<file path="src/rtl/fpd_pkg.sv">
// Shared constants for the field parity detector.
// Assumes a line spans 2**FPD_PHASE_W phase steps.
package fpd_pkg;
    localparam int FPD_PHASE_W    = 4;
    localparam int FPD_HALF_STEPS = (1 << FPD_PHASE_W) / 2;
endpackage

</file>
<file path="src/rtl/fpd_phase_counter.sv">
// Horizontal phase counter: steps on step_en, wraps naturally,
// cleared by hrestart (which has priority). Assumes sync active-low reset.
module fpd_phase_counter #(
    parameter int W = 4
) (
    input  logic         clk,
    input  logic         rst_n,
    input  logic         step_en,
    input  logic         hrestart,
    output logic [W-1:0] phase
);
    localparam logic [W-1:0] ONE = W'(1);

    // Advance, restart or hold the phase count.
    always_ff @(posedge clk) begin
        if (!rst_n)        phase <= '0;
        else if (hrestart) phase <= '0;
        else if (step_en)  phase <= phase + ONE;
    end
endmodule

</file>
<file path="src/rtl/fpd_window_gen.sv">
// Window generator: on each step, compare the pre-step phase with the
// stored value; a match drops the window and loads a HALF-step countdown,
// which raises the window when it expires. The match wins over the expiry.
// Assumes HALF >= 1.
module fpd_window_gen #(
    parameter int W    = 4,
    parameter int HALF = 8
) (
    input  logic         clk,
    input  logic         rst_n,
    input  logic         step_en,
    input  logic [W-1:0] phase,
    input  logic [W-1:0] win_val,
    output logic         win
);
    localparam int RW = $clog2(HALF + 1);
    localparam logic [RW-1:0] RLOAD = RW'(HALF);
    localparam logic [RW-1:0] RONE  = RW'(1);

    logic [RW-1:0] remain;
    logic          hit;

    // Match detection against the stored window value.
    always_comb hit = (phase == win_val);

    // Window level and countdown, advanced only on steps.
    always_ff @(posedge clk) begin
        if (!rst_n) begin
            win    <= 1'b1;
            remain <= '0;
        end else if (step_en) begin
            if (hit) begin
                win    <= 1'b0;
                remain <= RLOAD;
            end else if (!win) begin
                if (remain == RONE) begin
                    win    <= 1'b1;
                    remain <= '0;
                end else begin
                    remain <= remain - RONE;
                end
            end
        end
    end
endmodule

</file>
<file path="src/rtl/fpd_vsync_flag.sv">
// Vertical sync edge sampler: registers vsync twice, detects the rising
// edge and loads the window level into the field flag one clock later.
// Assumes vsync_in is already synchronous to clk.
module fpd_vsync_flag (
    input  logic clk,
    input  logic rst_n,
    input  logic vsync_in,
    input  logic win,
    output logic edge_det,
    output logic field_odd
);
    logic vs_q, vs_qq;

    // Two-stage history of the vsync level.
    always_ff @(posedge clk) begin
        if (!rst_n) begin
            vs_q  <= 1'b0;
            vs_qq <= 1'b0;
        end else begin
            vs_q  <= vsync_in;
            vs_qq <= vs_q;
        end
    end

    // Rising edge seen between the two history stages.
    always_comb edge_det = vs_q & ~vs_qq;

    // Field flag captures the window level at a detected edge.
    always_ff @(posedge clk) begin
        if (!rst_n)        field_odd <= 1'b0;
        else if (edge_det) field_odd <= win;
    end
endmodule

</file>
<file path="src/rtl/field_parity_detector.sv">
// Top of the field parity detector: window register, phase counter,
// window generator and vsync flag stage. Assumes all inputs are synchronous.
module field_parity_detector #(
    parameter int PHASE_W    = fpd_pkg::FPD_PHASE_W,
    parameter int HALF_STEPS = fpd_pkg::FPD_HALF_STEPS
) (
    input  logic               clk,
    input  logic               rst_n,
    input  logic               step_en,
    input  logic               hrestart,
    input  logic               vsync_in,
    input  logic               wr_en,
    input  logic [PHASE_W-1:0] wr_data,
    output logic               win_o,
    output logic               field_odd_o
);
    logic [PHASE_W-1:0] phase;
    logic [PHASE_W-1:0] win_val;
    logic               edge_det;

    // Software-written window value.
    always_ff @(posedge clk) begin
        if (!rst_n)     win_val <= '0;
        else if (wr_en) win_val <= wr_data;
    end

    fpd_phase_counter #(.W(PHASE_W)) u_phase (
        .clk(clk), .rst_n(rst_n), .step_en(step_en),
        .hrestart(hrestart), .phase(phase)
    );

    fpd_window_gen #(.W(PHASE_W), .HALF(HALF_STEPS)) u_window (
        .clk(clk), .rst_n(rst_n), .step_en(step_en),
        .phase(phase), .win_val(win_val), .win(win_o)
    );

    fpd_vsync_flag u_flag (
        .clk(clk), .rst_n(rst_n), .vsync_in(vsync_in), .win(win_o),
        .edge_det(edge_det), .field_odd(field_odd_o)
    );
endmodule

</file>
<file path="config.mk">
export PLATFORM = sky130hd
export DESIGN_NAME = field_parity_detector
export DESIGN_NICKNAME = d
export VERILOG_FILES = /design/src/rtl/fpd_pkg.sv /design/src/rtl/fpd_phase_counter.sv /design/src/rtl/fpd_window_gen.sv /design/src/rtl/fpd_vsync_flag.sv /design/src/rtl/field_parity_detector.sv
export SDC_FILE = /design/constraint.sdc
export NUM_CORES = 1
export LEC_CHECK = 0
export ABC_AREA = 1
export BUFFER_PORTS_ARGS = -buffer_cell sky130_fd_sc_hd__buf_2
export CORE_MARGIN = 5
export CORE_UTILIZATION = 61
export CTS_BUF_LIST = sky130_fd_sc_hd__clkbuf_4
export CTS_CLUSTER_SIZE = 30
export DETAILED_ROUTE_END_ITERATION = 8
export GPL_TIMING_DRIVEN = 0
export PLACE_DENSITY = 0.85
export SYNTH_ARGS = -nofsm -noshare
export SYNTH_HDL_FRONTEND = slang
export SYNTH_SLANG_ARGS = --single-unit
</file>
<file path="constraint.sdc">
create_clock -name clk -period 1.7 [get_ports clk]
set_input_delay 0.255 -clock clk [delete_from_list [all_inputs] [get_ports clk]]
set_output_delay 0.255 -clock clk [all_outputs]
set_load 0.02 [all_outputs]
</file>
Yosys cells after proc, flatten, opt, wreduce, memory -nomap -nowiden:

Cells that the tools add are included.

* register bits: 16
* input port bits: 10
* output and inout bits: 2
* logic and storage cells: 23

* add/sub/neg operators: 2
* eq/ne operators: 3
* multiplexer cells: 6
* bitwise operators: 3
* reduce and logical (&&, ||, !) cells: 2

Operators by type and width (count)
* 4-bit two-way mux: 3
* 4-bit by 1-bit adder with 4-bit output, second input constant: 1
* 4-bit by 1-bit == test with 1-bit output, second input constant: 1
* 4-bit == test: 1
* 4-bit by 1-bit subtractor with 4-bit output, second input constant: 1
* 1-bit two-way mux: 3
* 2-bit != test, second input constant: 1
* 1-bit inverter: 2
* 2-bit AND reduction: 1
* 2-bit OR reduction: 1
* 1-bit AND: 1

Longest topological paths before layout:

* word-level depth: 4
* gate-level depth with buffers: 9
* mapped depth without buffers: 9

Hierarchy:

Synthesis repeated with hierarchy kept, for this count alone.

* cells, all modules: 136
* area, all modules: 850.8 µm²

By module, submodules not included
* fpd_window_gen: times used 1, cells an instance 73, area each 405.4 µm², sequential area each 100.1 µm²
* fpd_phase_counter: times used 1, cells an instance 23, area each 170.2 µm², sequential area each 80.1 µm²
* field_parity_detector: times used 1, cells an instance 25, area each 166.4 µm², sequential area each 80.1 µm²
* fpd_vsync_flag: times used 1, cells an instance 15, area each 108.9 µm², sequential area each 60.1 µm²

Least setup slack after synthesis:

Ideal clock, no wire load.

* path type: register to register
* from: register u_window.remain[0]
* to: register u_window.remain[2]
* library setup time: 70 ps
* data arrival time: 1012 ps
* data required time: 1630 ps
* setup slack: 619 ps
* stages on the path, launching flop included: 10
* buffers on the path: 0
* period minus slack after synthesis: 1081 ps
* cells stage by stage: dfxtp_1 > inv_1 > ha_1 > inv_1 > nand2_1 > nand2_1 > nand2_1 > inv_1 > nand4_1 > a21oi_1

* longest elaborated chain between the ends: 4
* elaborated cells on any way between the ends: 5
* classes of those cells: add/sub: 1; eq/ne: 1; mux: 3

Ends and longest elaborated chain
* start, declared: line fpd_window_gen.sv:20 `logic [RW-1:0] remain;`
* start signal, assigned: line fpd_window_gen.sv:40 `remain <= remain - RONE;`
* 4-bit by 1-bit subtractor with 4-bit output / 4-bit by 1-bit == test with 1-bit output (equally long branches): line fpd_window_gen.sv:40, fpd_window_gen.sv:36
* 4-bit two-way mux *: line fpd_window_gen.sv:36 `if (remain == RONE) begin`
* 4-bit two-way mux *: line fpd_window_gen.sv:35 `end else if (!win) begin`
* 4-bit two-way mux *: line fpd_window_gen.sv:32 `if (hit) begin`

Mark *: on every way between the ends. The rest lies on a longest branch, timed or not. The select of a mux whose other input is x is not followed.
A chain may end at the register's enable or synchronous reset.

Final worst setup path:

* from: register u_phase.phase[1]
* to: register u_window.remain[0]

* longest elaborated chain between the ends: 3
* elaborated cells on any way between the ends: 4
* classes of those cells: eq/ne: 2; mux: 1; reduce/logical: 1

Ends and longest elaborated chain
* start, declared: line fpd_phase_counter.sv:10 `output logic [W-1:0] phase`
* start signal, assigned: line fpd_phase_counter.sv:18 `else if (step_en) phase <= phase + ONE;`
* 4-bit == test *: line fpd_window_gen.sv:24 `always_comb hit = (phase == win_val);`
* 2-bit != test (no line)
* 2-bit AND reduction (no line)

Mark *: on every way between the ends. The rest lies on a longest branch, timed or not.

==> flow_summary.ini <==
[outcome]
run_status = completed

[worst_setup_path]
worstPathCellList = inv_2, nand2_1, nand2_1, nor2_1, nand3_2, nand2_1, nand2_1, nand2_1, nor2_1
max_stage_delay_ns = 0.40
path_common_cell = nand2_1
crit_arrival_ns = 1.43
r2r_cells = 9
r2r-end = u_window.remain[0]
r2r_start = u_phase.phase[1]
start_kind = flop
critPathKind = flop to flop
cp_max_fo = 5
cp_data_required_time_ns = 1.90
crit_slowest_cell = dfxtp_1
endpoint_kind = flop
r2r_setup_slack_ns = 0.46

[synthesis]
ys_ff_latch = 16
yosysWarnings = 0
synth_seq_area_share = 0.403
syn_area_per_cell_sq_um = 6.97
async_flop_share = 0
synthDistinctLibCells = 21
synth_area_leader_cell = dfxtp_1
synth.most_common_cell = nand2_1
synthCells = 114
synth_top_area_share = 0.403
ys.flop_type = dfxtp_1
synth_nets = 127
synth-edff-count = 0
synthTopCellsByArea = dfxtp_1 (40%), nand2_1 (15%), inv_1 (8.5%)
syn-cell-area_sq_um = 795
synthTopCellsByCount = nand2_1 (31), inv_1 (18), dfxtp_1 (16)

[timing]
final_max_slew_viol_count = 0
setup_viol = 0
worstMarginPinSlew_ns = 0.229
hold_viol = 0
post-route-period-util = 0.728
post-route-min-period_ns = 1.24
skew_ns = 0.00296
setup_ws_ns = 0.463
timing.slew.headroom = 0.846
rsz0062_at_grt = false
fmax_mhz = 808
finalSetupTns_ns = 0

[job]
drv_cap = 0

[placement]
dpl.cell_count = 139
gp_congestion = 0.717
pre_cts_ws_ns = 0.524
dp_hpwl_um = 1130
port_buffers = 10
place_area_sq_um = 863

[clock_network]
cts_setup_buffers = 0
root_buffer = clkbuf_4
insertion_delay_ns = 0.28
clock-sinks = 16
clockBufferDepth = 2
clk_pin_slew_ns = 0.09
ctsHoldBuffers = 0
htree_levels = 1
cts_buffers = 3
cts-resized-gates = 0
tritoncts = done

[floorplanning]
dieArea_sq_um = 2120
top_level_ports = 12
core_sq_um = 1270
die_y_um = 46.1
rows = 13
start_util = 0.626
chipWidth_um = 46.1

[global_route]
gr-total-overflow = 0
grt_pass1_vias = 674
grt_max_degree = 10
grt_pass1_wl_um = 2680
antenna_found_initial = 0
track_usage = 0.174

[routing]
wl_met1_um = 758
drt-total-wl_um = 1560
highest_layer = met4
viasPerCell = 4.86
drt-initial-drc-count = 12
vias = 695
dr_wl_met3_um = 69
first_pass_iters = 3
drc = 0
post_drt_wl_per_cell_um = 10.9
ant_nets = 0
met2_wirelength_um = 716

[finish]
final_area_sq_um = 890
area_delta_synth_final_pct = 12.0
nets = 142
stdcell_count = 143
antenna_cells = 0
drive_gt1_frac = 0.188

[worst_hold_path]
hold_depth = 3
hold_start = vsync_in
hp-class = primary input to flop
hold_end = u_flag.vs_q

[pwr]
power_density_nw_per_um2 = 830
peakVddDrop_mv = 0.592
p_leak_nw = 0.425
==> layout make-up <==
class	instances	area [sq um]
clock inverter	1	3.75
multi-input combinational	74	380
timing repair buffer	10	50.0
clock buffer	3	22.5
inverter	23	86.3
fill	114	379
tap	15	18.8
buffer	1	7.51
sequential	16	320
==> how the worst max path moves through the flow <==
stage / slack, ns / startpoint / to
2_1_floorplan: 0.62 / u_window.remain[0] / u_window.remain[2]
3_3_place_gp: 0.54 / u_phase.phase[2] / u_window.remain[0]
3_5_place_dp: 0.52 / u_window.remain[0] / u_window.remain[2]
4_1_cts: 0.46 / u_phase.phase[1] / u_window.remain[0]
5_1_grt: 0.32 / u_window.remain[0] / u_window.remain[2]
6_report: 0.46 / u_phase.phase[1] / u_window.remain[0]
==> layer usage <==
metal / track usage / vias up
met3: 0.0469 / 2
met5: 0 / -
li1: - / 386
met4: 0.0511 / 0
met2: 0.291 / 10
met1: 0.217 / 297
==> critical path: cells and delay by family (launching register included) <==
kind | cells | cell delay (ns)
buffers and inverters | 1 | 0.07
AND/OR/NAND/NOR | 8 | 0.67
flip-flops | 1 | 0.40
==> registers in the layout, summed over array words and instances, names as in the netlist <==
name / flops
u_flag.field_odd: 1
u_phase.phase: 4
u_flag.vs_q: 1
win_val: 4
u_window.remain: 4
u_flag.vs_qq: 1
u_window.win: 1
==> power by group <==
group | total (mW) | internal, mW | switching, mW | leakage (nW)
Combinational | 0.123 | 0.0459 | 0.0771 | 0.278
Clock | 0.205 | 0.0853 | 0.120 | 0.0154
Sequential | 0.410 | 0.396 | 0.0137 | 0.131
Total | 0.738 | 0.527 | 0.211 | 0.425
==> cell families after synthesis <==
kind of cell    after synthesis  synth area share
compound gates               17             0.120
xor+xnor                      1            0.0110
fa+ha+maj                     3            0.0472
buf+inv                      24             0.118
flops                        16             0.403
simple gates                 53             0.301
==> placed cells by master, fill, tap and decap left out <==
cell type  synthesis  layout
nand3_1            4       4
nand3_2            2       2
a21oi_1            9       9
nor2_4             1       1
buf_2              0      10
a211oi_1           1       1
nor3_1             2       2
dfxtp_1           16      16
inv_2              5       5
nand4_1            2       2
clkinv_1           0       1
o21ai_0            5       5
inv_1             18      18
nor2_2             1       1
nand2_1           31      31
nor4_1             1       1
nor2_1             8       8
clkbuf_4           0       3
a311oi_1           1       1
xor2_1             1       1
buf_4              1       1
or2_1              1       1
ha_1               3       3
a21oi_2            1       1
==> stage by stage <==
step	hold WS, ns	util	total power, mW
floorplan	0.353	-	0.505
global placement	0.442	0.680	0.533
detailed placement	0.449	0.680	0.538
CTS	0.178	0.701	0.740
global route	0.205	0.701	0.781
finish	0.167	0.701	0.738
No activity file was read; power rests on OpenSTA's default activity.
